### src/rtl/halfband_dec2.sv
module halfband_dec2 #(
  parameter int IW    = 16,
  parameter int GUARD = 8,
  parameter int OW    = 16
) (
  input  logic          clk,
  input  logic          rst_n,
  input  logic          in_valid,
  input  logic [IW-1:0] in_data,
  output logic          out_valid,
  output logic [OW-1:0] out_data
);
  localparam int FRAC = GUARD - 1;
  localparam int AW   = IW + GUARD;
  localparam int NEV  = 5;
  localparam int NOD  = 3;
  localparam logic signed [AW-1:0] HALF = {{(AW-FRAC){1'b0}}, 1'b1, {(FRAC-1){1'b0}}};
  localparam logic [OW-1:0] SMAX = {1'b0, {(OW-1){1'b1}}};
  localparam logic [OW-1:0] SMIN = {1'b1, {(OW-1){1'b0}}};

  function automatic logic signed [AW-1:0] ext(input logic [IW-1:0] x);
    return {{(GUARD-FRAC){x[IW-1]}}, x, {FRAC{1'b0}}};
  endfunction

  logic [IW-1:0] ev [NEV];
  logic [IW-1:0] od [NOD];
  logic          ph;
  logic          take_even;

  assign take_even = in_valid && !ph;

  logic signed [AW-1:0] p_out, p_mid, p_in;
  logic signed [AW-1:0] v, w, t_a, t_b, t_c, t_h, acc, rnd, q;
  logic                 ovf_pos, ovf_neg;
  logic [OW-1:0]        y;

  assign p_out = ext(in_data) + ext(ev[4]);
  assign p_mid = ext(ev[0]) + ext(ev[3]);
  assign p_in  = ext(ev[1]) + ext(ev[2]);

  assign t_a = p_out >>> 7;
  assign v   = p_mid >>> 4;
  assign t_b = (v >>> 3) - v;
  assign w   = p_in >>> 2;
  assign t_c = w + ((w - (w >>> 2)) >>> 2);
  assign t_h = ext(od[NOD-1]) >>> 1;

  assign acc = t_a + t_b + t_c + t_h;
  assign rnd = acc + HALF;
  assign q   = rnd >>> FRAC;

  assign ovf_pos = !q[AW-1] && (|q[AW-2:OW-1]);
  assign ovf_neg =  q[AW-1] && !(&q[AW-2:OW-1]);
  assign y = ovf_pos ? SMAX : ovf_neg ? SMIN : q[OW-1:0];

  always_ff @(posedge clk or negedge rst_n) begin
    if (!rst_n) begin
      ph        <= 1'b0;
      out_valid <= 1'b0;
      out_data  <= '0;
      for (int i = 0; i < NEV; i++) ev[i] <= '0;
      for (int i = 0; i < NOD; i++) od[i] <= '0;
    end else begin
      out_valid <= take_even;
      if (in_valid) begin
        ph <= !ph;
        if (!ph) begin
          ev[0] <= in_data;
          for (int i = 1; i < NEV; i++) ev[i] <= ev[i-1];
          out_data <= y;
        end else begin
          od[0] <= in_data;
          for (int i = 1; i < NOD; i++) od[i] <= od[i-1];
        end
      end
    end
  end


  pulse_origin_chk: assert property (@(posedge clk) disable iff (!rst_n)
    out_valid |-> $past(in_valid && !ph));


  pulse_gap_chk: assert property (@(posedge clk) disable iff (!rst_n)
    out_valid |=> !out_valid);


  idle_quiet_chk: assert property (@(posedge clk) disable iff (!rst_n)
    !in_valid |=> !out_valid);


  hold_data_chk: assert property (@(posedge clk) disable iff (!rst_n)
    !out_valid |-> $stable(out_data));

endmodule

### config.mk
export PLATFORM = sky130hd
export DESIGN_NAME = halfband_dec2
export DESIGN_NICKNAME = d
export VERILOG_FILES = /design/src/rtl/halfband_dec2.sv
export SDC_FILE = /design/constraint.sdc
export NUM_CORES = 1
export LEC_CHECK = 0
export CORE_UTILIZATION = 41
export DETAILED_ROUTE_END_ITERATION = 16
export PLACE_DENSITY = 0.58
export SETUP_SLACK_MARGIN = 0.15
export SLEW_MARGIN = 30
export SYNTH_ARGS = -nofsm -noshare
export SYNTH_HDL_FRONTEND = slang
export SYNTH_SLANG_ARGS = --single-unit
export TNS_END_PERCENT = 10
### constraint.sdc
create_clock -name clk -period 14.1 [get_ports clk]
set_clock_uncertainty 0.15 [all_clocks]
set_input_delay 3.525 -clock clk [delete_from_list [all_inputs] [get_ports clk]]
set_output_delay 3.525 -clock clk [all_outputs]
set_load 0.02 [all_outputs]
==> flow_metrics.env <==
export IMPL_status="finished clean"
export IMPL_vias=8147
export IMPL_num_rows=61
export IMPL_nFillCells=2685
export IMPL_synth_mux_area_share_pct=4.853
export IMPL_rsz0062_at_grt="false"
export IMPL_hpwl_um=19210
export IMPL_hold_viol_final=0
export IMPL_period_needed_ps=10700
export IMPL_final_area_mm2=0.01287
export IMPL_clk_path_buf_depth=2
export IMPL_maxCapViolCount=0
export IMPL_antenna_found_initial=0
export IMPL_synth_top_flop_cell="dfrtp_1"
export IMPL_crit_path_start_kind="input port"
export IMPL_syn_cell_area_mm2=0.01155
export IMPL_grt_pass1_wl_um=41750
export IMPL_synth_compound_area_share_pct=11.53
export IMPL_synthXorXnorAreaFrac_pct=6.066
export IMPL_synthAdderAreaFrac_pct=25.54
export IMPL_start_util_pct=41.58
export IMPL_slew_headroom_pct=39.61
export IMPL_synth_seq_cells=146
export IMPL_area_growth_syn_to_layout_pct=11.44
export IMPL_synthArstFlopShare_pct=100.0
export IMPL_critPathCaptureType="flop"
export IMPL_first_pass_iters=5
export IMPL_io_buffers=35
export IMPL_postCtsSetupBuffers=0
export IMPL_final_net_count=1454
export IMPL_fmax_mhz=93.46
export IMPL_io_pins=36
export IMPL_grt_overflow=0
export IMPL_crit_arrival_ps=10830
export IMPL_cp_max_fo=13
export IMPL_antenna_cells=0
export IMPL_min_period_over_period_pct=75.89
export IMPL_ant_nets=0
export IMPL_wl_per_cell_um=15.05
export IMPL_cts_hold_buffers_added=0
export IMPL_synthCells=1222
export IMPL_hold_path_class="reg -> reg"
export IMPL_gp_congestion=0.8325
export IMPL_cts_root_buf="clkbuf_16"
export IMPL_grt_pass1_vias=8074
export IMPL_setup_tns_ps=0
export IMPL_ys_types=82
export IMPL_ctsResizeCount=0
export IMPL_dieHeight_um=169.9
export IMPL_post_route_drc_count=0
export IMPL_cts_sinks=146
export IMPL_criticalPathCategory="in -> reg"
export IMPL_vias_per_cell=4.968
export IMPL_avgSynthCellArea_um2=9.453
export IMPL_ys_warn_count=0
export IMPL_slew_violations=0
export IMPL_clk_pin_slew_ps=70
export IMPL_insertion_delay_ps=440
export IMPL_grtUsageTotal_pct=18.45
export IMPL_cts_tree="built"
export IMPL_yosysSeqAreaShare_pct=31.63
export IMPL_synth_edff_count=0
export IMPL_post_dp_cell_area_mm2=0.01229
export IMPL_grt_max_degree=95
export IMPL_worst_slew_pin_slew_ps=905.8
export IMPL_synthSimpleGateAreaFrac_pct=14.90
export IMPL_cts_buffers=17
export IMPL_synth_net_count=1427
export IMPL_htreeDepth=4
export IMPL_wl_um=24690
export IMPL_synth_top_family_by_area="adder cells"
export IMPL_critPathRequiredTime_ps=14230
export IMPL_die_area_mm2=0.02885
export IMPL_drt_first_iter_violations=508
export IMPL_layout_drive_gt1_share_pct=9.509
export IMPL_setup_viol=0
export IMPL_fp_coreArea_mm2=0.02778
export IMPL_die_w_um=169.9
==> logic make-up (layout without fill, tap and decap cells) <==
logic type,after synthesis,after routing
mux,50,50
xor+xnor,80,80
buf+inv,166,206
simple gates,402,402
fa+ha+maj,191,191
flops,146,146
compound gates,187,187
==> registers in the layout, indices dropped and copies added (netlist names) <==
| signal | count |
|---|---|
| ev | 80 |
| od | 48 |
| out_data | 16 |
| out_valid | 1 |
| ph | 1 |
==> synth_stat cells (5+ instances only) <==
library cell	count	area, µm²
xnor2_1	48	420.4
nor3_1	12	60.06
and3_1	7	43.79
nand2b_1	8	50.05
o21bai_1	10	75.07
a31oi_1	9	56.30
nor2b_1	8	50.05
ha_1	110	1376
nand2_1	277	1040
nand3_1	15	75.07
a21oi_1	42	210.2
o21ai_1	20	100.1
fa_1	76	1521
nor2_1	43	161.4
buf_1	5	18.77
clkbuf_1	22	82.58
dfrtp_1	146	3654
inv_1	133	499.2
a211o_1	5	43.79
o21ai_0	25	125.1
a21o_1	24	180.2
mux2_2	48	540.5
o21a_1	5	37.54
a211oi_1	6	45.04
xor2_1	32	280.3
==> cell type report <==
cell class	count	area (µm²)	share of cell area, %
clock inverters	14	141.4	1.098
clock buffers	18	439.2	3.412
repair buffers	39	384.1	2.984
multi-input cells	910	7274	56.51
flip-flops and latches	146	3654	28.38
inverters	135	506.7	3.937
well taps	378	473.0	3.674
==> layer usage <==
metal | part of all wire (%) | GRT usage (%) | vias to the layer above
met1 | 54 | 27.98 | 3917
met5 | 0 | 0 | -
met4 | 1.1 | 4.740 | 0
met3 | 2.7 | 2.698 | 18
li1 | - | - | 4094
met2 | 42 | 27.32 | 118
==> per-stage QoR <==
step / hold WS [ps] / worst slack [ps] / cells / utilization (%)
final: 327.1 / 3400 / 1640 / 46.33
after global routing: 348.6 / 2790 / 1640 / 46.33
after CTS: 333.5 / 3286 / 1640 / 46.33
after detailed placement: 317.0 / 2848 / 1608 / 44.24
after global placement: 313.7 / 2922 / 1608 / 44.24
after floorplan: 299.9 / 4235 / 1222 / -
==> worst max-delay path, cell delays in order <==
cell and delay (ps):
clkdlybuf4s50_1 440, ha_1 250, fa_1 400, a21o_1 200, a21oi_1 210, o21bai_1 90
a21oi_1 230, o21bai_1 190, a211o_1 340, o311a_1 320, o22ai_1 390, inv_1 260
fa_1 530, fa_1 550, inv_1 60, fa_1 480, ha_1 310, ha_1 350
nand3_1 90, nor2_1 160, a21boi_1 270, o21ai_1 120, a21o_1 190, o21ai_1 680
o21ai_0 200
==> cell usage in the layout (no fill, tap or decap), types with 3 or more instances in the layout <==
cell type        instances
o21ai_1                 20
and3_1                   7
clkbuf_16               17
a31oi_1                  9
and2_1                   4
xnor2_1                 48
nor2b_1                  8
nand2b_1                 7
or2_2                    4
nand2_1                276
mux2_2                  48
maj3_1                   3
xor2_1                  32
inv_6                    6
clkdlybuf4s50_1         34
ha_1                   110
clkinvlp_4               3
inv_2                    3
buf_4                    4
nand3_1                 15
o21a_1                   5
o21bai_1                10
o21ai_0                 25
a211o_1                  5
a211oi_1                 6
nor3_1                  12
a21o_1                  24
fa_1                    76
dfrtp_1                146
nand4_1                  4
inv_1                  132
nor2_1                  43
a21oi_1                 42
nor3b_1                  3
==> final timing paths <==
| kind | from | end | slack, ps | depth (start not counted) |
|---|---|---|---|---|
| setup / recovery | in_data[0] | out_data[0]$_DFFE_PN0P_ | 3400 | 25 |
| hold / removal | ev[13]$_DFFE_PN0P_ | ev[13]$_DFFE_PN0P_ | 330 | 2 |
| setup reg to reg | ev[32]$_DFFE_PN0P_ | out_data[0]$_DFFE_PN0P_ | 5390 | 34 |
| hold reg to reg | ev[13]$_DFFE_PN0P_ | ev[13]$_DFFE_PN0P_ | 330 | 2 |
| max in group asynchronous | rst_n | ev[8]$_DFFE_PN0P_ | 9730 | 2 |
| min in group asynchronous | rst_n | out_data[7]$_DFFE_PN0P_ | 2950 | 1 |
Power is not shown: default switching activity piles up to over one toggle a cycle in this logic, so the estimate is an artifact.
